File: src/rtl/aux_addr_pkg.sv
package aux_addr_pkg;

  localparam int MODW = 3;

  // Post-modification codes; values are fixed by the instruction field
  typedef enum logic [MODW-1:0] {
    MOD_KEEP  = 3'd0,
    MOD_INC   = 3'd1,
    MOD_DEC   = 3'd2,
    MOD_ADD0  = 3'd3,
    MOD_SUB0  = 3'd4,
    MOD_RADD0 = 3'd5,
    MOD_RSUB0 = 3'd6,
    MOD_RSV   = 3'd7
  } mod_e;

endpackage

File: src/rtl/aux_modifier.sv
module aux_modifier
  import aux_addr_pkg::*;
#(
  parameter int AW = 16
) (
  input  logic [AW-1:0]   val_i,
  input  logic [AW-1:0]   idx_i,
  input  logic [MODW-1:0] mode_i,
  output logic [AW-1:0]   val_o
);

  logic [AW-1:0] val_r, idx_r, rsum_r, rdif_r, rsum, rdif;
  mod_e mode;

  assign mode = mod_e'(mode_i);

  // Mirror operands so an ordinary adder carries from the top bit downward
  for (genvar b = 0; b < AW; b++) begin : g_flip
    assign val_r[b] = val_i[AW-1-b];
    assign idx_r[b] = idx_i[AW-1-b];
    assign rsum[b]  = rsum_r[AW-1-b];
    assign rdif[b]  = rdif_r[AW-1-b];
  end

  assign rsum_r = val_r + idx_r;
  assign rdif_r = val_r - idx_r;

  always_comb begin
    unique case (mode)
      MOD_INC:   val_o = val_i + AW'(1);
      MOD_DEC:   val_o = val_i - AW'(1);
      MOD_ADD0:  val_o = val_i + idx_i;
      MOD_SUB0:  val_o = val_i - idx_i;
      MOD_RADD0: val_o = rsum;
      MOD_RSUB0: val_o = rdif;
      default:   val_o = val_i;
    endcase
  end

  // a zero index leaves the register unchanged in every indexed mode
  always_comb begin
    if (idx_i == '0 && (mode == MOD_ADD0 || mode == MOD_SUB0 ||
                        mode == MOD_RADD0 || mode == MOD_RSUB0)) begin
      zero_index_chk: assert (val_o == val_i)
        else $error("zero index changed the register");
    end
  end

endmodule

File: src/rtl/aux_regfile.sv
module aux_regfile #(
  parameter int AW   = 16,
  parameter int NREG = 8,
  localparam int SW  = $clog2(NREG)
) (
  input  logic                     clk,
  input  logic                     rst_n,
  input  logic                     upd_en_i,
  input  logic [SW-1:0]            upd_sel_i,
  input  logic [AW-1:0]            upd_val_i,
  input  logic                     wr_en_i,
  input  logic [SW-1:0]            wr_sel_i,
  input  logic [AW-1:0]            wr_val_i,
  output logic [NREG-1:0][AW-1:0]  regs_o
);

  for (genvar g = 0; g < NREG; g++) begin : g_reg
    localparam logic [SW-1:0] IDX = SW'(g);
    logic          en_d;
    logic [AW-1:0] nxt_d;
    logic [AW-1:0] q;

    // The load port wins over an access update
    always_comb begin
      en_d  = 1'b0;
      nxt_d = q;
      if (wr_en_i && wr_sel_i == IDX) begin
        en_d  = 1'b1;
        nxt_d = wr_val_i;
      end else if (upd_en_i && upd_sel_i == IDX) begin
        en_d  = 1'b1;
        nxt_d = upd_val_i;
      end
    end

    always_ff @(posedge clk or negedge rst_n) begin
      if (!rst_n)    q <= '0;
      else if (en_d) q <= nxt_d;
    end

    assign regs_o[g] = q;
  end


  load_wins_chk: assert property (@(posedge clk) disable iff (!rst_n)
    wr_en_i |=> regs_o[$past(wr_sel_i)] == $past(wr_val_i));


  idle_stable_chk: assert property (@(posedge clk) disable iff (!rst_n)
    (!upd_en_i && !wr_en_i) |=> $stable(regs_o));

endmodule

File: src/rtl/aux_ptr_reg.sv
module aux_ptr_reg #(
  parameter int SW = 3
) (
  input  logic          clk,
  input  logic          rst_n,
  input  logic          acc_ld_i,
  input  logic [SW-1:0] acc_val_i,
  input  logic          wr_en_i,
  input  logic [SW-1:0] wr_val_i,
  output logic [SW-1:0] ptr_o
);

  logic          en_d;
  logic [SW-1:0] nxt_d;

  always_comb begin
    en_d  = wr_en_i | acc_ld_i;
    nxt_d = wr_en_i ? wr_val_i : acc_val_i;
  end

  always_ff @(posedge clk or negedge rst_n) begin
    if (!rst_n)    ptr_o <= '0;
    else if (en_d) ptr_o <= nxt_d;
  end


  ptr_follows_access_chk: assert property (@(posedge clk) disable iff (!rst_n)
    (acc_ld_i && !wr_en_i) |=> ptr_o == $past(acc_val_i));

endmodule

File: src/rtl/aux_addr_gen.sv
module aux_addr_gen
  import aux_addr_pkg::*;
#(
  parameter int AW   = 16,
  parameter int OFFW = 7,
  parameter int NREG = 8,
  localparam int SW  = $clog2(NREG),
  localparam int PGW = AW - OFFW
) (
  input  logic            clk,
  input  logic            rst_n,
  input  logic            acc_valid_i,
  input  logic            acc_indirect_i,
  input  logic [PGW-1:0]  page_i,
  input  logic [OFFW-1:0] dir_offset_i,
  input  logic [MODW-1:0] mod_sel_i,
  input  logic            ptr_load_i,
  input  logic [SW-1:0]   ptr_new_i,
  input  logic            ld_en_i,
  input  logic            ld_ptr_i,
  input  logic [SW-1:0]   ld_sel_i,
  input  logic [AW-1:0]   ld_data_i,
  input  logic [SW-1:0]   rd_sel_i,
  output logic [AW-1:0]   rd_data_o,
  output logic [AW-1:0]   addr_o
);

  logic [1:0]               rst_sync_q;
  logic                     rst_int_n;
  logic [SW-1:0]            ptr_q;
  logic [NREG-1:0][AW-1:0]  regs_w;
  logic [AW-1:0]            cur_val, mod_val;
  logic                     acc_ind, reg_we, ptr_we;

  // Reset asserts at once and releases on a clock edge
  always_ff @(posedge clk or negedge rst_n) begin
    if (!rst_n) rst_sync_q <= 2'b00;
    else        rst_sync_q <= {rst_sync_q[0], 1'b1};
  end
  assign rst_int_n = rst_sync_q[1];

  assign acc_ind = acc_valid_i & acc_indirect_i;
  assign reg_we  = ld_en_i & ~ld_ptr_i;
  assign ptr_we  = ld_en_i & ld_ptr_i;
  assign cur_val = regs_w[ptr_q];

  aux_modifier #(.AW(AW)) mod_i (
    .val_i  (cur_val),
    .idx_i  (regs_w[0]),
    .mode_i (mod_sel_i),
    .val_o  (mod_val)
  );

  aux_regfile #(.AW(AW), .NREG(NREG)) rf_i (
    .clk       (clk),
    .rst_n     (rst_int_n),
    .upd_en_i  (acc_ind),
    .upd_sel_i (ptr_q),
    .upd_val_i (mod_val),
    .wr_en_i   (reg_we),
    .wr_sel_i  (ld_sel_i),
    .wr_val_i  (ld_data_i),
    .regs_o    (regs_w)
  );

  aux_ptr_reg #(.SW(SW)) ptr_i (
    .clk       (clk),
    .rst_n     (rst_int_n),
    .acc_ld_i  (acc_ind & ptr_load_i),
    .acc_val_i (ptr_new_i),
    .wr_en_i   (ptr_we),
    .wr_val_i  (ld_data_i[SW-1:0]),
    .ptr_o     (ptr_q)
  );

  always_comb begin
    if (!acc_valid_i)   addr_o = '0;
    else if (acc_ind)   addr_o = cur_val;
    else                addr_o = {page_i, dir_offset_i};
  end

  assign rd_data_o = regs_w[rd_sel_i];


  inc_writeback_chk: assert property (@(posedge clk) disable iff (!rst_int_n)
    (acc_ind && mod_sel_i == MOD_INC && !(reg_we && ld_sel_i == ptr_q))
      |=> regs_w[$past(ptr_q)] == $past(cur_val) + AW'(1));


  direct_keeps_ptr_chk: assert property (@(posedge clk) disable iff (!rst_int_n)
    (acc_valid_i && !acc_indirect_i && !ptr_we) |=> $stable(ptr_q));

endmodule

File: config.mk
export PLATFORM = sky130hd
export DESIGN_NAME = aux_addr_gen
export DESIGN_NICKNAME = d
export VERILOG_FILES = /design/src/rtl/aux_addr_pkg.sv /design/src/rtl/aux_modifier.sv /design/src/rtl/aux_regfile.sv /design/src/rtl/aux_ptr_reg.sv /design/src/rtl/aux_addr_gen.sv
export SDC_FILE = /design/constraint.sdc
export NUM_CORES = 1
export LEC_CHECK = 0
export BUFFER_PORTS_ARGS = -buffer_cell sky130_fd_sc_hd__buf_2
export CAP_MARGIN = 25
export CORE_ASPECT_RATIO = 0.8
export CORE_UTILIZATION = 60
export DETAILED_ROUTE_END_ITERATION = 12
export GPL_ROUTABILITY_DRIVEN = 1
export PLACE_DENSITY_LB_ADDON = 0.3
export SLEW_MARGIN = 0
export SYNTH_ARGS = -nofsm -noshare
export SYNTH_HDL_FRONTEND = slang
export SYNTH_SLANG_ARGS = --single-unit
File: constraint.sdc
create_clock -name clk -period 4.7 [get_ports clk]
set_input_delay 0.47 -clock clk [delete_from_list [all_inputs] [get_ports clk]]
set_output_delay 0.47 -clock clk [all_outputs]
set_load 0.02 [all_outputs]
* Word level (Yosys, flattened, before mapping)
Cells that the tools add are included. W data, S select, Z words.
Storage, ports and cells: register bits after elaboration 133, output and inout bits 32
Cells by class: add/sub/neg operators 6, magnitude comparators 2, equality and inequality tests 20, multiplexer cells 40, bitwise gates (word level) 6, reduce and logical (&&, ||, !) cells 34
Operators by type and width (count):
- $mux W16 | 20
- $bmux W16 S3 | 2
- $pmux W16 S6 | 1
- $eq A3 B3 Y1 const B | 11
- $add A16 B16 Y16 | 2
- $sub A16 B16 Y16 | 2
- $eq A3 B2 Y1 const B | 6
- $add A16 B1 Y16 const B | 1
- $logic_and A1 B1 Y1 | 16
- $mux W1 | 16
- $reduce_and A2 Y1 | 8
- $reduce_bool A2 Y1 | 8
- $sub A16 B1 Y16 const B | 1
- $eq A3 B1 Y1 const B | 3
- $lt A3 B4 Y1 const B | 2
- $logic_not A3 Y1 | 2
- $and A1 B1 Y1 | 4
- $mux W3 | 1
- $not A1 Y1 | 1
- $or A1 B1 Y1 | 1

* Depth between registers and ports, before layout
word-level depth 6, mapped depth 17, gate-level depth less buffers 16

* By module
Synthesis repeated with hierarchy kept, for this count alone.
Unflattened totals: cells, all modules 1309, area total of the unflattened synthesis 12203.0 µm²
By module, submodules not included:
- aux_regfile | times used 1, cells an instance 599, area each 6232.2 µm²
- aux_modifier | times used 1, cells an instance 481, area each 3375.7 µm²
- aux_addr_gen | times used 1, cells an instance 217, area each 2463.6 µm²
- aux_ptr_reg | times used 1, cells an instance 12, area each 131.4 µm²

* Worst setup path after synthesis
Ideal clock, no wire load.
kind flip-flop to flip-flop, start point reg ptr_i.ptr_o[0], end point reg rf_i.g_reg[0].q[5], library setup time 126 ps, arrival time 4704 ps, data required time 4574 ps, path slack -130 ps, cell stages (with the launch flop) 17, path buffers 4, period minus slack after synthesis 4830 ps, path through dfrtp_1 buf_2 buf_4 buf_1 mux4_2 mux2i_1 inv_1 ha_1 nor2b_4 o31a_1 o41a_1 a31o_1 a2111oi_2 nor3b_1 or4_1 buf_2 a221o_1
Between the ends: longest elaborated chain between the ends 6, elaborated cells on any way between the ends 17
Ends and longest elaborated chain:
- start: declaration | RTL line aux_ptr_reg.sv:10 | output logic [SW-1:0] ptr_o
- start signal: assignment | RTL line aux_ptr_reg.sv:23 | else if (en_d) ptr_o <= nxt_d;
- $bmux W16 S3 | RTL line aux_addr_gen.sv:45 | assign cur_val = regs_w[ptr_q];
- $mux W16 (implied by the code) | RTL line aux_addr_gen.sv:45
- $sub A16 B16 Y16 (tied with other cells) | RTL line aux_modifier.sv:26 | assign rdif_r = val_r - idx_r;
- $pmux W16 S6 | RTL line aux_modifier.sv:29 | unique case (mode)
- $mux W16 | RTL line aux_regfile.sv:30 | end else if (upd_en_i && upd_sel_i == IDX) begin
- $mux W16 | RTL line aux_regfile.sv:27 | if (wr_en_i && wr_sel_i == IDX) begin
- end signal: assignment | RTL line aux_regfile.sv:38 | else if (en_d) q <= nxt_d;
- end: declaration | RTL line aux_regfile.sv:21 | logic [AW-1:0] q;
Parallel ways exist; a longest one is shown, timed or not. The select of a mux whose other input is x is not followed. A chain may end at the register's enable or synchronous reset.

* Worst setup path in the final report
start point reg ptr_i.ptr_o[0], end point reg rf_i.g_reg[0].q[3]
Same word-level chain as after synthesis.

==> results.md <==
* # rows at between 40 and 50
* Synth area leaders: dfrtp_1 29%, mux4_2 12%, ha_1 5.0%
* DR vias at approximately 12000
* Outcome: completed
* Wirelength, routed at approximately 44 mm
* Synthesized instance count at 1265
* Pin count of the biggest net entering global routing at 65
* Net Count, Synth at 1365
* Post-synth top flop: dfrtp_1
* GRT Total Usage at ~45%
* Clk_skew at 17.0 ps
* Clock sink count at 133
* Mapped cell area at 11600 um^2
* Multi-input gate area at 7710 um^2
* Post-synth EDFFs at 0
* Critical Path Fanout Max at 11
* Worst Path Arrival at just under 5000 ps
* # DRC at 0
* RD Place Congestion at just over 1
* CP Depth at 16
* Register-to-register setup slack at between 100 and 150 ps
* Area leader, netlist: dfrtp_1
* Crit path cell chain: buf_12 -> buf_4 -> mux4_2 -> mux2i_1 -> buf_4 -> inv_1 -> ha_1 -> buf_4 -> nor3b_1 -> nor3_1 -> o41ai_1 -> a31oi_1 -> xnor2_1 -> nor3_1 -> nor4_1 -> o22a_1
* CP startpoint: ptr_i.ptr_o[0]$_DFFE_PN0P_
* Bufs on Longest Clock Path at 2
* Async SR Flop Fraction at 100%
* Final Setup Violations at 0
* GRT Residual Overflow at 0
* Worst Path Required at about 5000 ps
* Minimum clock period at 4580 ps
* Int Power at approximately 5.6 mW
* CP most frequent cell: buf_4
* Initial antenna violation count at 0
* CP Launch Type: flop
* Post-synthesis area per instance at 9.13 um^2
* WP buf/inv at 5
* Sum Neg Setup Slack at 0 ps
* Drt initial violations at around 2000
* Sequential cell area at 3340 um^2
* CTS tree: yes
* Post-synth top area share at 28.8%
* Seq pwr share at between 20% and 30%
* Hpwl dp at ~31 mm
* Period utilization at a little over nine tenths
* Buffers added on ports at between 80 and 90
* Ports at 83
* Register bit count reported by yosys at 133
* Total CTS buffers at 17
* Worst path slowest cell: nor3_1
* Reg2reg end: rf_i.g_reg[0].q[3]$_DFFE_PN0P_
* Reg2reg path depth at 16
* Die X at 157 um
* Core area at 18900 um^2
* Antenna cell count at 0
* Slew HR at 35.7%
* Max-slew violations at 0
* Vias in the first global route at 11300
* Hold WC Path Type: reg -> async
* Part of the power in the clock network at 13.1%
* Final #Nets at 1453
* Antenna-violating nets left at 0
* Comb power frac at 66.0%
* CP endpoint: rf_i.g_reg[0].q[3]$_DFFE_PN0P_
* Max cap viols at 0
* Crit. End Element: flop
* Ys Warns at 0
* Tightest Pin Transition at slightly below 1000 ps
* Net Sw Frac at between 40% and 50%
* Routed wire per std cell at 26.9 um
* Mean number of vias per cell at between 7 and 8
* Crit-path leading delay family: simple AND/OR/NAND/NOR gates
* H-Tree Depth at 4
* Power, Total at 10.8 mW
* Synth unique cells at 77
* RSZ-0062 raised after global routing: false
* First-pass GRT wire length at 65.8 mm
* Kind of critical path: reg -> reg
* P_leak at 5.99 nW
* Fillers at 1486
* Area Overhead vs Synth at 14.5%
* Starting density of the core at between 60% and 70%
* Max Clk Rate at roughly 220 MHz
* Clk slew on worst S/H paths at 70 ps
* Worst VDD drop at 0.465 mV
* Fin. Hold Viols at 0
* P per Cell Area at 818 nW/um^2
* Root buf cell: clkbuf_16
* Register area share after synthesis at approximately 29%
* Die footprint at between 15000 and 20000 um^2
* Die height at around 130 um
* Crit path largest cell delay at 660 ps
* Layout cells sized above 1 at 22.2%
* Critical R2R Launch: ptr_i.ptr_o[0]$_DFFE_PN0P_
* Worst-skew pair later-pin latency at 430 ps
* DRT Pass-1 Iters at 6
* Net switching power at 5.25 mW
* Fin Hold WS at between 200 and 300 ps
==> per-layer routing <==
layer  wire (um)  vias up  GRT usage, %
li1            -     5047             -
met1       16100     5657          60.4
met2       18300     1130          65.0
met3        6860      225          14.8
met4        2540        0          22.3
met5           0        -             0
==> cells in the mapped netlist, types with 4 or more instances <==
library cell and instances:
dfrtp_1 133, nor2_1 108, a21oi_1 85, nand2_1 82, o21ai_0 77, clkbuf_1 67, a21o_1 66, mux4_2 64
ha_1 46, inv_1 42, a22o_1 41, o22ai_1 28, xnor2_1 28, a31oi_1 27, buf_1 25, mux2i_1 25
mux2_2 24, nor2b_1 23, o21a_1 23, a211oi_1 21, nor3_1 19, nand3_1 18, a22oi_1 17, nand2b_1 12
or4_1 12, or3_1 11, o211ai_1 10, a221o_1 9, nand4_1 9, o2111ai_1 9, o211a_1 9, nor4_1 8
nor3b_1 6, buf_2 5, o221ai_1 5, and2_1 4, o21bai_1 4
==> flip-flops by register name, summed over array words and instances (netlist names) <==
| name | flops |
|---|---|
| ptr_i.ptr_o | 3 |
| rst_sync_q | 2 |
| rf_i.g.q | 128 |
==> kinds of logic after synthesis <==
logic type,after synthesis,share of synthesized area (%)
compound gates,470,28.1
fa+ha+maj,51,5.67
simple gates,326,13.5
mux,113,17.0
xor+xnor,30,2.27
flops,133,28.8
other cells,1,0.0325
buf+inv,141,4.68
==> what timing repair did <==
action	CTS	global route
hold buffers	1	0
hold endpoints to repair	2	0
gates resized for setup	0	4
buffers inserted	0	1
endpoints found under the setup margin	0	14
==> final cells by class <==
class | count | share of cell area (%)
Sequential cell | 133 | 25.2
Tap cell | 258 | 2.44
Multi-Input combinational cell | 991 | 58.3
Clock inverter | 15 | 1.40
Inverter | 42 | 1.19
Timing Repair Buffer | 168 | 8.28
Clock buffer | 17 | 3.22
==> metrics by stage <==
step                util [%]  instance area, um^2  std cells  worst slack, ps
detailed placement      66.4                12600       1588              151
global placement        66.4                12600       1588              282
global route            69.9                13200       1624             38.3
CTS                     69.6                13200       1621              120
finish                  69.9                13200       1624              121
floorplan                  -                11600       1265             91.3
==> cell usage in the layout, fill, tap and decap left out, drive strengths merged, types with 24 or more instances in the layout <==
cell type and n:
mux2i 25, xnor2 28, nand2 82, dfrtp 133, mux2 24, a21o 66, o22ai 28, mux4 64
buf 166, inv 52, ha 46, o21ai 77, nor2 108, a31oi 27, nor2b 24, a22o 41
a21oi 85
==> worst min-delay path by stage <==
stage | from | to | slack [ps] | cells after the start
after global routing | rst_sync_q[1]$_DFF_PN0_ | rf_i.g_reg[0].q[4]$_DFFE_PN0P_ | 330 | 0
after detailed placement | rst_n | rst_sync_q[0]$_DFF_PN0_ | 260 | 1
after floorplan | rst_n | rst_sync_q[0]$_DFF_PN0_ | 170 | 0
final | rst_sync_q[1]$_DFF_PN0_ | rf_i.g_reg[0].q[4]$_DFFE_PN0P_ | 290 | 0
after CTS | rst_sync_q[1]$_DFF_PN0_ | rf_i.g_reg[0].q[4]$_DFFE_PN0P_ | 310 | 0
after global placement | rst_n | rst_sync_q[0]$_DFF_PN0_ | 260 | 1
==> power by group through the flow <==
stage / clock (mW) / sequential, mW / combinational [mW]
global placement: 0 / 2.18 / 6.71
CTS: 1.41 / 2.22 / 6.88
global route: 1.46 / 2.31 / 7.60
finish: 1.42 / 2.27 / 7.14
detailed placement: 0 / 2.21 / 6.81
floorplan: 0 / 2.03 / 4.77
(Power assumes the default switching activity.)
